**src/rtl/br_pkg.sv**
```systemverilog
package br_pkg;
  localparam int PC_W = 32;

  typedef enum logic [1:0] {
    OP_OTHER = 2'b00,
    OP_BRZ   = 2'b01,
    OP_BRNZ  = 2'b10,
    OP_JMP   = 2'b11
  } br_op_e;

  // Sequential step of the fetch address.
  function automatic logic [PC_W-1:0] seq_next(input logic [PC_W-1:0] pc,
                                               input int unsigned step);
    return pc + PC_W'(step);
  endfunction

  // Destination of a transfer: PC-relative for branches, register-based for jumps.
  function automatic logic [PC_W-1:0] xfer_target(input br_op_e op,
                                                  input logic [PC_W-1:0] pc,
                                                  input logic [PC_W-1:0] rv,
                                                  input logic [PC_W-1:0] lit);
    return ((op == OP_JMP) ? rv : pc) + lit;
  endfunction

  // Whether a transfer is taken.
  function automatic logic xfer_taken(input br_op_e op, input logic zf);
    case (op)
      OP_BRZ:  return zf;
      OP_BRNZ: return !zf;
      OP_JMP:  return 1'b1;
      default: return 1'b0;
    endcase
  endfunction

  // Legal target: aligned to the instruction size and inside the code space.
  function automatic logic target_legal(input logic [PC_W-1:0] t,
                                        input logic [PC_W-1:0] base,
                                        input logic [PC_W-1:0] mask);
    return ((t & mask) == '0) && (t >= base);
  endfunction
endpackage

```
**src/rtl/br_resolve.sv**
```systemverilog
module br_resolve
  import br_pkg::*;
#(
  parameter int unsigned BASE_ADDR  = 4000,
  parameter int unsigned INSN_BYTES = 4
) (
  input  logic            ex_valid,
  input  logic [1:0]      ex_op,
  input  logic            zero_flag,
  input  logic [PC_W-1:0] ex_pc,
  input  logic [PC_W-1:0] ex_reg,
  input  logic [PC_W-1:0] ex_lit,
  output logic            taken,
  output logic            legal,
  output logic [PC_W-1:0] target
);
  localparam logic [PC_W-1:0] BASE_V = PC_W'(BASE_ADDR);
  localparam logic [PC_W-1:0] MASK_V = PC_W'(INSN_BYTES - 1);

  br_op_e op;

  always_comb begin
    op     = br_op_e'(ex_op);
    target = xfer_target(op, ex_pc, ex_reg, ex_lit);
    taken  = ex_valid && xfer_taken(op, zero_flag);
    legal  = target_legal(target, BASE_V, MASK_V);
  end
endmodule

```
**src/rtl/br_pc_reg.sv**
```systemverilog
module br_pc_reg
  import br_pkg::*;
#(
  parameter int unsigned BASE_ADDR  = 4000,
  parameter int unsigned INSN_BYTES = 4
) (
  input  logic            clk,
  input  logic            rst_n,
  input  logic            stall,
  input  logic            redirect,
  input  logic [PC_W-1:0] target,
  output logic [PC_W-1:0] pc
);
  // A redirect is checked first, so it wins over a stall in the same cycle.
  always_ff @(posedge clk or negedge rst_n) begin
    if (!rst_n)        pc <= PC_W'(BASE_ADDR);
    else if (redirect) pc <= target;
    else if (!stall)   pc <= seq_next(pc, INSN_BYTES);
  end
endmodule

```
**src/rtl/br_flush_unit.sv**
```systemverilog
module br_flush_unit
  import br_pkg::*;
#(
  parameter int unsigned BASE_ADDR  = 4000,
  parameter int unsigned INSN_BYTES = 4
) (
  input  logic        clk,
  input  logic        rst_n,
  input  logic        stall,
  input  logic        ex_valid,
  input  logic [1:0]  ex_op,
  input  logic        zero_flag,
  input  logic [31:0] ex_pc,
  input  logic [31:0] ex_reg,
  input  logic [31:0] ex_lit,
  output logic [31:0] fetch_pc,
  output logic        flush_fetch,
  output logic        flush_decode,
  output logic        target_err
);
  // Internal events, brought out by name for the checker.
  logic            xfer_taken_w;
  logic            xfer_legal_w;
  logic [PC_W-1:0] xfer_target_w;
  logic            redirect_w;

  br_resolve #(.BASE_ADDR(BASE_ADDR), .INSN_BYTES(INSN_BYTES)) u_resolve (
    .ex_valid (ex_valid),
    .ex_op    (ex_op),
    .zero_flag(zero_flag),
    .ex_pc    (ex_pc),
    .ex_reg   (ex_reg),
    .ex_lit   (ex_lit),
    .taken    (xfer_taken_w),
    .legal    (xfer_legal_w),
    .target   (xfer_target_w)
  );

  assign redirect_w   = xfer_taken_w && xfer_legal_w;
  assign flush_fetch  = redirect_w;
  assign flush_decode = redirect_w;
  assign target_err   = xfer_taken_w && !xfer_legal_w;

  br_pc_reg #(.BASE_ADDR(BASE_ADDR), .INSN_BYTES(INSN_BYTES)) u_pc (
    .clk     (clk),
    .rst_n   (rst_n),
    .stall   (stall),
    .redirect(redirect_w),
    .target  (xfer_target_w),
    .pc      (fetch_pc)
  );
endmodule

```
**config.mk**
```make
export PLATFORM = sky130hd
export DESIGN_NAME = br_flush_unit
export DESIGN_NICKNAME = d
export VERILOG_FILES = /design/src/rtl/br_pkg.sv /design/src/rtl/br_resolve.sv /design/src/rtl/br_pc_reg.sv /design/src/rtl/br_flush_unit.sv
export SDC_FILE = /design/constraint.sdc
export NUM_CORES = 1
export LEC_CHECK = 0
export CAP_MARGIN = 20
export CORE_ASPECT_RATIO = 1.4
export CORE_MARGIN = 1.5
export CORE_UTILIZATION = 50
export CTS_CLUSTER_DIAMETER = 200
export DETAILED_ROUTE_END_ITERATION = 7
export PLACE_DENSITY = 0.86
export SYNTH_ARGS = -nofsm -noshare
export SYNTH_HDL_FRONTEND = slang
export SYNTH_SLANG_ARGS = --single-unit
export TNS_END_PERCENT = 50
```
**constraint.sdc**
```tcl
create_clock -name clk -period 12.3 [get_ports clk]
set_input_delay 2.46 -clock clk [delete_from_list [all_inputs] [get_ports clk]]
set_output_delay 2.46 -clock clk [all_outputs]
set_load 0.01 [all_outputs]
```
[Yosys cells after proc, flatten, opt, wreduce, memory -nomap -nowiden]
Cells that the tools add are included.
Word-level totals
  bits in registers: 32
  output and inout bits: 35
Cells by class
  $add $sub $neg: 2
  $lt $le $gt $ge: 1
  equal/unequal tests: 4
  muxes and demuxes: 4
  reduce and logical (&&, ||, !) cells: 7
Operator list (count)
  $mux 32: 3
  $add 32x3->32 const B: 1
  $add 32x32->32: 1
  $ge 32x12->1 const B: 1
  $logic_not 32->1: 1
  $eq 2x2->1 const B: 2
  $logic_and 1x1->1: 4
  $pmux 1 s3: 1
  $eq 2x1->1 const B: 1
  $logic_not 1->1: 2
  $ne 2x1->1 const B: 1

[Logic depth before layout (Yosys ltp)]
Gate-level depths: netlist of the first run.
  word-level depth: 7
  depth in mapped cells: 17
  mapped depth without buffers: 15

[Hierarchy]
Synthesis of the first run repeated with hierarchy kept, for this count alone.
Second synthesis, totals
  cells, all modules: 476
  area total of the unflattened synthesis: 4000.1 um2
By module, submodules not included
  br_resolve: times used 1, cells each 273, area an instance 2137.0 um2, sequential area each 0.0 um2
  br_pc_reg: times used 1, cells each 200, area an instance 1839.3 um2, sequential area each 808.3 um2
  br_flush_unit: times used 1, cells each 3, area an instance 23.8 um2, sequential area each 0.0 um2

[Least setup slack after synthesis of the first run]
OpenSTA, ideal clock, no wires.
  path type: input to output
  from: input ex_op[0]
  to: output flush_fetch
  data arrival time: 6.257 ns
  data required time: 9.840 ns
  setup slack: 3.583 ns
  stages: 15
  buffers on the path: 3
  cell sequence: nand2_1 buf_1 mux2_2 ha_1 a21o_1 a31o_2 o211ai_1 nand2_1 or4b_1 a31o_2 o2111ai_1 nor4b_4 a21oi_2 buf_4 buf_4
On the way
  word-level cells in the longest chain between the ends: 6
RTL lines
  start: declaration: RTL line br_flush_unit.sv:11  | input logic [1:0] ex_op,
  $eq 2x2->1: RTL line br_pkg.sv:22, br_pkg.sv:27
  $mux 32: RTL line br_pkg.sv:22  | return ((op == OP_JMP) ? rv : pc) + lit;
  $add 32x32->32: RTL line br_pkg.sv:22
  $ge 32x12->1 or $logic_not 32->1 (tied branches): RTL line br_pkg.sv:39  | return ((t & mask) == '0) && (t >= base);
  $logic_and 1x1->1: RTL line br_pkg.sv:39
  $logic_and 1x1->1 *: RTL line br_flush_unit.sv:39  | assign redirect_w = xfer_taken_w && xfer_legal_w;
  end: declaration: RTL line br_flush_unit.sv:17  | output logic flush_fetch,
Every way passes the cells marked *; elsewhere a longest branch is shown, timed or not.

[Final worst setup path of the first run]
  from: input ex_op[0]
  to: output flush_decode
On the way
  word-level cells in the longest chain between the ends: 6
RTL lines
  $eq 2x2->1: RTL line br_pkg.sv:22, br_pkg.sv:27
  $mux 32: RTL line br_pkg.sv:22
  $add 32x32->32: RTL line br_pkg.sv:22
  $ge 32x12->1 or $logic_not 32->1 (tied branches): RTL line br_pkg.sv:39
  $logic_and 1x1->1: RTL line br_pkg.sv:39
  $logic_and 1x1->1 *: RTL line br_flush_unit.sv:39
  end: declaration: RTL line br_flush_unit.sv:18  | output logic flush_decode,
Marked as above.

==> results of run 1 <==
-- routing by layer --
layer / share of wire / up-vias / global-route usage
met3: 0.049 / 50 / 0.0352
met4: 0.049 / 0 / 0.170
li1: - / 2132 / -
met5: 0 / - / 0
met2: 0.53 / 198 / 0.556
met1: 0.37 / 2168 / 0.352
-- power by group through the flow --
stage	clock network (W)	registers, W	logic, W
floorplan	0	0.000236	0.000218
global placement	0	0.000219	0.000428
detailed placement	0	0.000223	0.000435
CTS	0.000122	0.000223	0.000441
global route	0.000128	0.000231	0.000480
finish	0.000123	0.000224	0.000445
-- final timing paths --
check                                  startpoint                      end  slack (ps)
min                        u_pc.pc[1]$_DFFE_PN0P_   u_pc.pc[1]$_DFFE_PN0P_         500
max in group asynchronous                   rst_n  u_pc.pc[10]$_DFFE_PN1P_        9390
min reg2reg                u_pc.pc[1]$_DFFE_PN0P_   u_pc.pc[1]$_DFFE_PN0P_         500
max                                      ex_op[0]             flush_decode        1800
max reg2reg                u_pc.pc[9]$_DFFE_PN1P_  u_pc.pc[29]$_DFFE_PN0P_        9570
min in group asynchronous                   rst_n   u_pc.pc[0]$_DFFE_PN0P_        2590
-- through the flow --
step           cell area [um^2]  power, W
2_1_floorplan              4230  0.000454
3_3_place_gp               5650  0.000647
3_5_place_dp               5650  0.000658
4_1_cts                    5790  0.000787
5_1_grt                    5790  0.000840
6_report                   5790  0.000792
-- final cells by class --
| class | instances | area [um^2] | area share |
|---|---|---|---|
| inverters | 12 | 45.0 | 0.00778 |
| multi-input cells | 440 | 3270 | 0.565 |
| well taps | 102 | 128 | 0.0220 |
| repair buffers | 140 | 1390 | 0.241 |
| clock buffers | 8 | 146 | 0.0253 |
| flip-flops and latches | 32 | 808 | 0.140 |
-- logic make-up (layout without fill, tap and decap cells) --
family / count (synthesis) / count (layout)
AOI/OAI and AO/OA: 126 / 126
xor gates and xnor gates: 55 / 55
adders and majority gates: 33 / 33
buffers and inverters: 35 / 160
DFF: 32 / 32
muxes: 63 / 63
and+or+nand+nor: 163 / 163
-- cell usage in the layout, fill, tap and decap left out, types with 3 or more instances in the layout --
cell type | netlist | routed
a211oi_1 | 3 | 3
a21o_1 | 12 | 12
a21oi_1 | 35 | 35
a31o_2 | 3 | 3
a31oi_1 | 8 | 8
and2_1 | 3 | 3
and3_1 | 10 | 10
and4_1 | 3 | 3
buf_4 | 3 | 3
clkbuf_16 | 0 | 5
clkdlybuf4s50_1 | 0 | 137
dfrtp_1 | 26 | 26
dfstp_2 | 6 | 6
ha_1 | 32 | 32
inv_1 | 12 | 12
mux2_2 | 32 | 32
mux2_4 | 4 | 4
mux2i_1 | 27 | 27
nand2_1 | 44 | 44
nand2b_1 | 3 | 3
nand3_1 | 21 | 21
nand4_1 | 10 | 10
nor2_1 | 27 | 27
nor2b_1 | 9 | 9
nor3_1 | 15 | 15
nor3b_1 | 3 | 3
nor4_1 | 4 | 4
o2111ai_1 | 4 | 4
o211ai_1 | 7 | 7
o21a_1 | 6 | 6
o21ai_0 | 24 | 24
o22ai_1 | 3 | 3
xnor2_1 | 19 | 19
xor2_1 | 36 | 36
==> impl_results.md, run 1 <==
- Status: complete, no violations
- Critical path required time: 9840 ps
- Critical path depth in cells: 16
- Slowest CP cell: or4b_2
- Final #Nets: 767
- Worst path bufs/invs: 5
- Placed instance count: 726
- Top flop regs: u_pc.pc x32
- Comb pwr share: 0.562
- Max Buffers Root-to-Sink: 2
- Top FF cell, synth: dfrtp_1
- Top cells by count, synth: nand2_1 (44), xor2_1 (36), a21oi_1 (35)
- Synth Area in Adders: 0.0994
- Actual slew at the worst max-slew pin: 767 ps
- Largest net degree at the start of global routing: 33
- Crit Path Max Fanout: 31
- Ys async rst share: 1.00
- Largest register by flop count: u_pc.pc
- Top delay family on crit path: simple AND/OR/NAND/NOR gates
- Top cells by area, synth: dfrtp_1 (15%), ha_1 (9.5%), mux2_2 (8.5%)
- # IOs: 138
- GRT overflow: 0
- Antenna violations before repair: 0
- CP startpoint kind: input pin
- H-Tree Depth: 2
- Root Driver: clkbuf_16
- Clock share of power: 0.155
- Post-Synthesis Cells: 507
- Simple-Gate Fraction of Synth Area: 0.200
- Area growth, synth to finish: 36.9%
- FF+latch count, synth: 32
- Total CTS buffers: 5
- Xor/xnor share of the synthesized area: 0.114
- Fin crit share: 0.854
- Hold crit path type: reg2reg
- Hold_buf cts: 0
- Netlist cell types: 63
- Seq/Total Area, Yosys: 0.191
- Starting Density: 0.516
- RSZ-0062 raised after global routing: false
- Pre-CTS WS: 1930 ps
- Fin crit period: 10500 ps
- CP max stage delay: 660 ps
- Hold-critical path depth: 1
- Setup tns final: 0 ps
- Mean Syn Cell Area: 8.34 um^2
- Post-CTS resize count: 0
- Final hold violation count: 0
- Clk pin slew, worst setup/hold paths: 50 ps
- Setup Skew: 1.88 ps
- Class of the most critical setup path: in2out
- Max FFs per register: 32
- Internal: 0.000478 W
- Sequential Power Share: 0.283
- Dominant cell type by area after synthesis: dfrtp_1
- WP data arrival: 8040 ps
- Leakage: 2.29 nW
- Post-CTS setup buffer count: 0
- Detailed Place HPWL: 11.0 mm
- Routed WL: 13.6 mm
- Post-synthesis cell area: 0.00423 mm^2
- First-pass GRT wire length: 22.2 mm
- Site Rows: 39
- Die height: 112 um
- Clock Sinks: 32
- GPL Wtd Cong: 0.898
- Most common cell in the synthesized netlist: nand2_1
- DRC errors left: 0
- Setup violators final: 0
- VDD IR max: 0.150 mV
- Critical Path, Cell by Cell: clkdlybuf4s50_1 -> nand2_1 -> buf_4 -> mux2_2 -> ha_1 -> nand4_1 -> nor4_1 -> o2111a_1 -> nor4_1 -> or4b_2 -> o2111ai_1 -> inv_1 -> and3_1 -> a21oi_4 -> buf_4 -> clkdlybuf4s50_1
- FF-to-FF path depth: 9
- Final ANT Viol Nets: 0
- Drt via density: 6.20
- # fillers: 647
- Total number of vias: 4548
- Number of flops mapped to enable cells by yosys: 0
- Top-area cell type share of the netlist area: 0.154
- DRT iter0 DRCs: 304
- Switch share: 0.396
- Compound-cell area share of the yosys netlist: 0.195
- Main combinational cell family by area after synthesis: simple AND/OR/NAND/NOR gates
- Finished Core Util: 0.707
- TritonRoute pass-1 iters: 6
- Hold slack: 505 ps
- Final Max Slew Viols: 0
- Die area: 0.00903 mm^2
- Worst Setup End Kind: output pin
- Port bufs: 137
- Pwr dens: 137 mW/mm^2
- Post-Syn Nets: 643
- Max-cap viol count: 0
- Mux cell area share after synthesis: 0.163
- Slew HR: 0.485
- Die X: 80.7 um
- NetSw: 0.000314 W
- Final setup margin: 1800 ps
- CTS tree: done
- Total GRT Usage: 0.312
- WL per Instance: 18.6 um
- Antenna fix cells: 0
- Vias in the first global route: 4700
- Worst-Skew Late Latency: 270 ps
- F_max: 0.0952 GHz
- CORE AREA: 0.00820 mm^2
- Ys Warns: 0
- Layout cell share with drive strength beyond 1: 0.0949
- Layout Cells excl Fill: 734
Power figures use the tool's default switching activity.
==> run 2: changes to the inputs <==
CORE_UTILIZATION = 51   (was 50)
PLACE_DENSITY = 0.87   (was 0.86)
==> run 2 against run 1 <==
Net effect:
- clock skew rose by 4.9 ps
- sequential power barely moved
- critical path type unchanged
- power fell by 0.41%
- final cell count did not move
- largest cell class unchanged
- highest routed layer unchanged
- die area fell by 1.9%
- routed wire length fell by 3.6%
- largest power group unchanged
- clock power fell by 4%
==> impl_results.md, run 2 (synthesized netlist as in run 1, its figures left out) <==
- Dpl cell area: 0.00565 mm^2 (unchanged)
- # IOs: 138 (unchanged)
- Post-CTS resize count: 0 (unchanged)
- Largest net degree at the start of global routing: 33 (unchanged)
- Largest register by flop count: u_pc.pc
- Placed instance count: 726 (unchanged)
- Port bufs: 137 (unchanged)
- Critical path required time: 9840 ps (about the same)
- Total number of vias: 4511 (-0.81%)
- WP data arrival: 8130 ps (+90 ps)
- Antenna violations before repair: 0 (unchanged)
- Most frequent cells in the layout: clkdlybuf4s50_1 (137), nand2_1 (44), xor2_1 (36)
- Antenna fix cells: 0 (unchanged)
- Layout Cells excl Fill: 734 (unchanged)
- Setup Skew: 6.83 ps (+4.95 ps)
- Die X: 80.0 um (-0.95%)
- Critical Path, Cell by Cell: clkdlybuf4s50_1 -> nand2_1 -> buf_4 -> mux2_2 -> ha_1 -> nand4_1 -> nor4_1 -> o2111a_1 -> nor4_1 -> or4b_2 -> o2111ai_1 -> inv_1 -> and3_1 -> a21oi_4 -> buf_4 -> clkdlybuf4s50_1
- Class of the most critical setup path: in2out
- DRC errors left: 0 (unchanged)
- FF-to-FF path depth: 9 (unchanged)
- Total GRT Usage: 0.301 (-0.0107)
- First-pass GRT wire length: 21.2 mm (-4.3%)
- Finished Core Util: 0.714 (+0.00743)
- Site Rows: 39 (unchanged)
- Area growth, synth to finish: 36.7%
- TritonRoute pass-1 iters: 5 (-1)
- CTS tree: done
- CORE AREA: 0.00810 mm^2 (-1.2%)
- Fin crit period: 10590 ps (+87.4 ps)
- Finished Cell Area: 0.00578 mm^2 (-0.15%)
- Setup tns final: 0 ps (unchanged)
- Hold wc startpoint: u_pc.pc[1]$_DFFE_PN0P_
- Setup violators final: 0 (unchanged)
- Routed WL: 13.1 mm (-3.6%)
- Starting Density: 0.522 (+0.00622)
- Final hold violation count: 0 (unchanged)
- Crit Path Max Fanout: 31 (unchanged)
- Clk pin slew, worst setup/hold paths: 50 ps (about the same)
- Power after layout: 0.000788 W (-0.41%)
- CP startpoint kind: input pin
- Area of the multi-input gates: 0.00327 mm^2 (unchanged)
- Detailed Place HPWL: 10.7 mm (-2.9%)
- Actual slew at the worst max-slew pin: 1000 ps (+238 ps)
- Layout cell share with drive strength beyond 1: 0.0949 (unchanged)
- Worst Setup End Kind: output pin
- WL per Instance: 17.9 um (-3.6%)
- Critical R2R Launch: u_pc.pc[9]$_DFFE_PN1P_
- Leakage: 2.29 nW (-0.14%)
- Commonest non-fill, non-tap cell in the layout: clkdlybuf4s50_1
- Hold_buf cts: 0 (unchanged)
- Status: complete, no violations
- FF/Latch Area: 808 um^2 (unchanged)
- # fillers: 671 (+3.7%)
- Hold Path End: u_pc.pc[1]$_DFFE_PN0P_
- Max Buffers Root-to-Sink: 2 (unchanged)
- Final Max Slew Viols: 0 (unchanged)
- H-Tree Depth: 2 (unchanged)
- Die area: 0.00886 mm^2 (-1.9%)
- Total CTS buffers: 5 (unchanged)
- Slowest CP cell: nand2_1
- RSZ-0062 raised after global routing: false
- Final ANT Viol Nets: 0 (unchanged)
- Post-CTS setup buffer count: 0 (unchanged)
- Root Driver: clkbuf_16
- Hold crit path type: reg2reg
- Worst-Skew Late Latency: 280 ps (about the same)
- Final #Nets: 767 (unchanged)
- R2R setup slack: 9710 ps (+140 ps)
- Pwr dens: 136 mW/mm^2 (-0.26%)
- Die height: 111 um (-0.96%)
- Slew HR: 0.328 (-0.156)
- CP max stage delay: 740 ps (+80 ps)
- DRT iter0 DRCs: 195 (-36%)
- Clock Sinks: 32 (unchanged)
- Top flop regs: u_pc.pc x32
- GPL Wtd Cong: 0.953 (+6.2%)
- Fin crit share: 0.861 (+0.00711)
- Drt via density: 6.15 (-0.81%)
- GRT overflow: 0 (unchanged)
- FF-to-FF End: u_pc.pc[31]$_DFFE_PN0P_
- Max-cap viol count: 0 (unchanged)
- Hold-critical path depth: 1 (unchanged)
- VDD IR max: 0.123 mV (-18%)
- F_max: 0.0944 GHz (-0.83%)
- Vias in the first global route: 4575 (-2.7%)
- Max FFs per register: 32 (unchanged)
-- run 2: changes by cell type in the layout (fill, tap and decap cells not counted), sizes merged --
cell    delta
clkbuf     -1
clkinv     +1
-- run 2: stage by stage --
step | hold slack, ps | setup slack [ps]
2_1_floorplan | 532 | 3580
3_3_place_gp | 483 | 1820
3_5_place_dp | 495 | 1750
4_1_cts | 506 | 1720
5_1_grt | 518 | 1400
6_report | 499 | 1710
-- run 2: critical path, delay by kind of cell --
family                   cells  cell delay, ps
AND/OR/NAND/NOR              6            2320
buffers and inverters        5            1960
AO/OA/AOI/OAI                3             560
adder cells (fa/ha/maj)      1             440
multiplexers                 1             360
-- run 2: per-layer routing --
layer,global-route usage,part of all wire
met2,0.554,0.54
met3,0.0263,0.043
met4,0.144,0.038
met1,0.336,0.38
met5,0,0
-- run 2: layout make-up --
cell class / count / area share
Sequential cell: 32 / 0.140
Multi-Input combinational cell: 440 / 0.566
Clock buffer: 7 / 0.0229
Tap cell: 102 / 0.0221
Clock inverter: 1 / 0.000865
Timing Repair Buffer: 140 / 0.241
Inverter: 12 / 0.00779
-- run 2: how the worst max path moves through the flow --
| stage | from | end | slack [ps] | depth (start not counted) |
|---|---|---|---|---|
| 6_report | ex_op[0] | flush_fetch | 1710 | 16 |
| 3_5_place_dp | ex_op[0] | flush_decode | 1750 | 15 |
| 3_3_place_gp | ex_op[1] | flush_fetch | 1820 | 15 |
| 4_1_cts | ex_op[0] | flush_fetch | 1720 | 15 |
| 5_1_grt | ex_op[0] | flush_decode | 1400 | 16 |
| 2_1_floorplan | ex_op[0] | flush_fetch | 3580 | 15 |
-- run 2: where the power goes --
part | internal, W | leakage [nW] | total (W) | switching, W
Clock | 0.0000746 | 0.0679 | 0.000118 | 0.0000430
Sequential | 0.000163 | 0.380 | 0.000226 | 0.0000626
Combinational | 0.000234 | 1.84 | 0.000445 | 0.000211
Total | 0.000472 | 2.29 | 0.000788 | 0.000316
==> run 3: changes to the inputs <==
CORE_UTILIZATION = 48   (was 51)
PLACE_DENSITY = 0.83   (was 0.87)
clock period = 11 ns   (was 12.3 ns; I/O delays follow)
==> run 3 against run 2 <==
Net effect:
- via count fell by 2.0%
- sequential share of layout area about the same
- worst setup slack got worse by 530 ps
- first-iteration DRC count grew 3.6%
- highest routed layer unchanged
- global-route usage is 0.48 points lower
==> impl_results.md, run 3 (synthesized netlist as in run 1, its figures left out) <==
- Final ANT Viol Nets: 0 (unchanged)
- WL per Instance: 18.2 um (+1.5%)
- R2R setup slack: 8420 ps (-1290 ps)
- Setup tns final: 0 ps (unchanged)
- Top flop regs: u_pc.pc x32
- Post-CTS resize count: 0 (unchanged)
- Crit path to: target_err
- Antenna fix cells: 0 (unchanged)
- Final Max Slew Viols: 0 (unchanged)
- Post-CTS setup buffer count: 0 (unchanged)
- Critical Path Source: ex_op[1]
- GRT overflow: 0 (unchanged)
- Setup Skew: 1.96 ps (-4.87 ps)
- Routed WL: 13.4 mm (+2.0%)
- Critical Path, Cell by Cell: clkdlybuf4s50_1 -> nand2_1 -> buf_4 -> mux2_2 -> ha_1 -> nand4_1 -> or3_1 -> a211o_1 -> a31oi_1 -> o21ai_0 -> mux2i_1 -> a2111oi_0 -> nor4b_4 -> nand2_1 -> a31oi_1 -> clkdlybuf4s50_1
- Power after layout: 0.000878 W (+11%)
- Antenna violations before repair: 0 (unchanged)
- Hold slack: 497 ps (-2.13 ps)
- Most frequent cells in the layout: clkdlybuf4s50_1 (137), nand2_1 (44), xor2_1 (36)
- Fin crit share: 0.893
- DRC errors left: 0 (unchanged)
- Die X: 82.3 um (+3.0%)
- H-Tree Depth: 2 (unchanged)
- FF-to-FF path depth: 8 (-1)
- Die area: 0.00939 mm^2 (+6.0%)
- Finished Core Util: 0.676 (-0.0379)
- Clk pin slew, worst setup/hold paths: 50 ps (about the same)
- CP max stage delay: 590 ps (-150 ps)
- Commonest non-fill, non-tap cell in the layout: clkdlybuf4s50_1
- GR Layer Usage met1: 0.343 (+0.00761)
- Detailed Place HPWL: 11.0 mm (+2.7%)
- Total CTS buffers: 5 (unchanged)
- Largest register by flop count: u_pc.pc
- Finished Cell Area: 0.00579 mm^2 (about the same)
- Area growth, synth to finish: 36.8% (about the same)
- Actual slew at the worst max-slew pin: 719 ps (-285 ps)
- Max FFs per register: 32 (unchanged)
- Root Driver: clkbuf_16
- Slew HR: 0.517 (+0.188)
- Worst Setup End Kind: output pin
- Hold_buf cts: 0 (unchanged)
- Setup violators final: 0 (unchanged)
- Critical R2R Launch: u_pc.pc[9]$_DFFE_PN1P_
- Largest net degree at the start of global routing: 33 (unchanged)
- Leakage: 2.29 nW (-0.12%)
- VDD IR max: 0.178 mV (+45%)
- DRT iter0 DRCs: 202 (+3.6%)
- TritonRoute pass-1 iters: 4 (-1)
- RSZ-0062 raised after global routing: false
- Vias in the first global route: 4548 (-0.59%)
- Site Rows: 40 (+2.6%)
- GPL Wtd Cong: 0.880 (-7.6%)
- Pwr dens: 152 mW/mm^2 (+11%)
- Total number of vias: 4420 (-2.0%)
- CP startpoint kind: input pin
- Port bufs: 137 (unchanged)
- First-pass GRT wire length: 21.6 mm (+1.6%)
- Slowest CP cell: a2111oi_0
- FF-to-FF End: u_pc.pc[26]$_DFFE_PN0P_
- Die height: 114 um (+3.0%)
- Grt met3 use: 0.0239 (-0.00243)
- Class of the most critical setup path: in2out
- Max-cap viol count: 0 (unchanged)
- CTS tree: done
- Final hold violation count: 0 (unchanged)
- Clock Sinks: 32 (unchanged)
- Hold crit path type: reg2reg
- CORE AREA: 0.00856 mm^2 (+5.7%)
- Critical path required time: 8800 ps (-1040 ps)
- Most Crowded Layer GR: met2
- Met2 Use GR: 0.533 (-0.0207)
- Total GRT Usage: 0.296 (-0.00476)
- Worst-Skew Late Latency: 280 ps (about the same)
- Dpl cell area: 0.00565 mm^2 (about the same)
- # IOs: 138 (unchanged)
- WP data arrival: 7620 ps (-510 ps)
- Crit Path Max Fanout: 21 (-32%)
- Fin crit period: 9820 ps
- Status: complete, no violations
- Max Buffers Root-to-Sink: 2 (unchanged)
- Drt via density: 6.00 (-2.4%)
- Final #Nets: 767 (unchanged)
- F_max: 0.102 GHz
- Layout cell share with drive strength beyond 1: 0.0934 (-0.00158)
- Starting Density: 0.494 (-0.0279)
## run 3: cell count changes in the layout (fill, tap and decap cells not counted)
cell and change:
clkbuf_1 +1, clkinv_2 -1
## run 3: worst max-delay path, delay by kind of cell
kind / cells / cell delay, ps
simple gates: 5 / 1620
fa+ha+maj: 1 / 450
mux: 2 / 510
compound gates: 5 / 1420
buf+inv: 3 / 1390
## run 3: per-layer routing
layer	wire length, um	up-vias	part of all wire
met1	5240	2095	0.39
met3	571	30	0.043
met5	0	-	0
met2	7080	169	0.53
li1	-	2126	-
met4	509	0	0.038
## run 3: cell type report
type	instances	area (um^2)
fill	723	2770
inverter	12	45.0
clock buffer	8	136
sequential	32	808
multi-input combinational	440	3270
tap	105	131
timing repair buffer	140	1390
## run 3: power breakdown
group	total (W)	internal (W)	switching (W)	leakage, nW
clock network	0.000132	0.0000840	0.0000483	0.0652
registers	0.000250	0.000182	0.0000678	0.380
logic	0.000496	0.000262	0.000235	1.84
## run 3: per-stage QoR
stage	setup WS, ps	cells
final	1180	737
after global routing	870	737
after CTS	1230	737
after detailed placement	1240	729
after global placement	1340	729
after floorplan	2800	507
## run 3: how the worst min path moves through the flow
stage | from | endpoint | cells past startpoint
floorplan | u_pc.pc[0]$_DFFE_PN0P_ | u_pc.pc[0]$_DFFE_PN0P_ | 1
global placement | u_pc.pc[0]$_DFFE_PN0P_ | u_pc.pc[0]$_DFFE_PN0P_ | 1
detailed placement | u_pc.pc[1]$_DFFE_PN0P_ | u_pc.pc[1]$_DFFE_PN0P_ | 1
CTS | u_pc.pc[1]$_DFFE_PN0P_ | u_pc.pc[1]$_DFFE_PN0P_ | 1
global route | u_pc.pc[1]$_DFFE_PN0P_ | u_pc.pc[1]$_DFFE_PN0P_ | 1
finish | u_pc.pc[1]$_DFFE_PN0P_ | u_pc.pc[1]$_DFFE_PN0P_ | 1
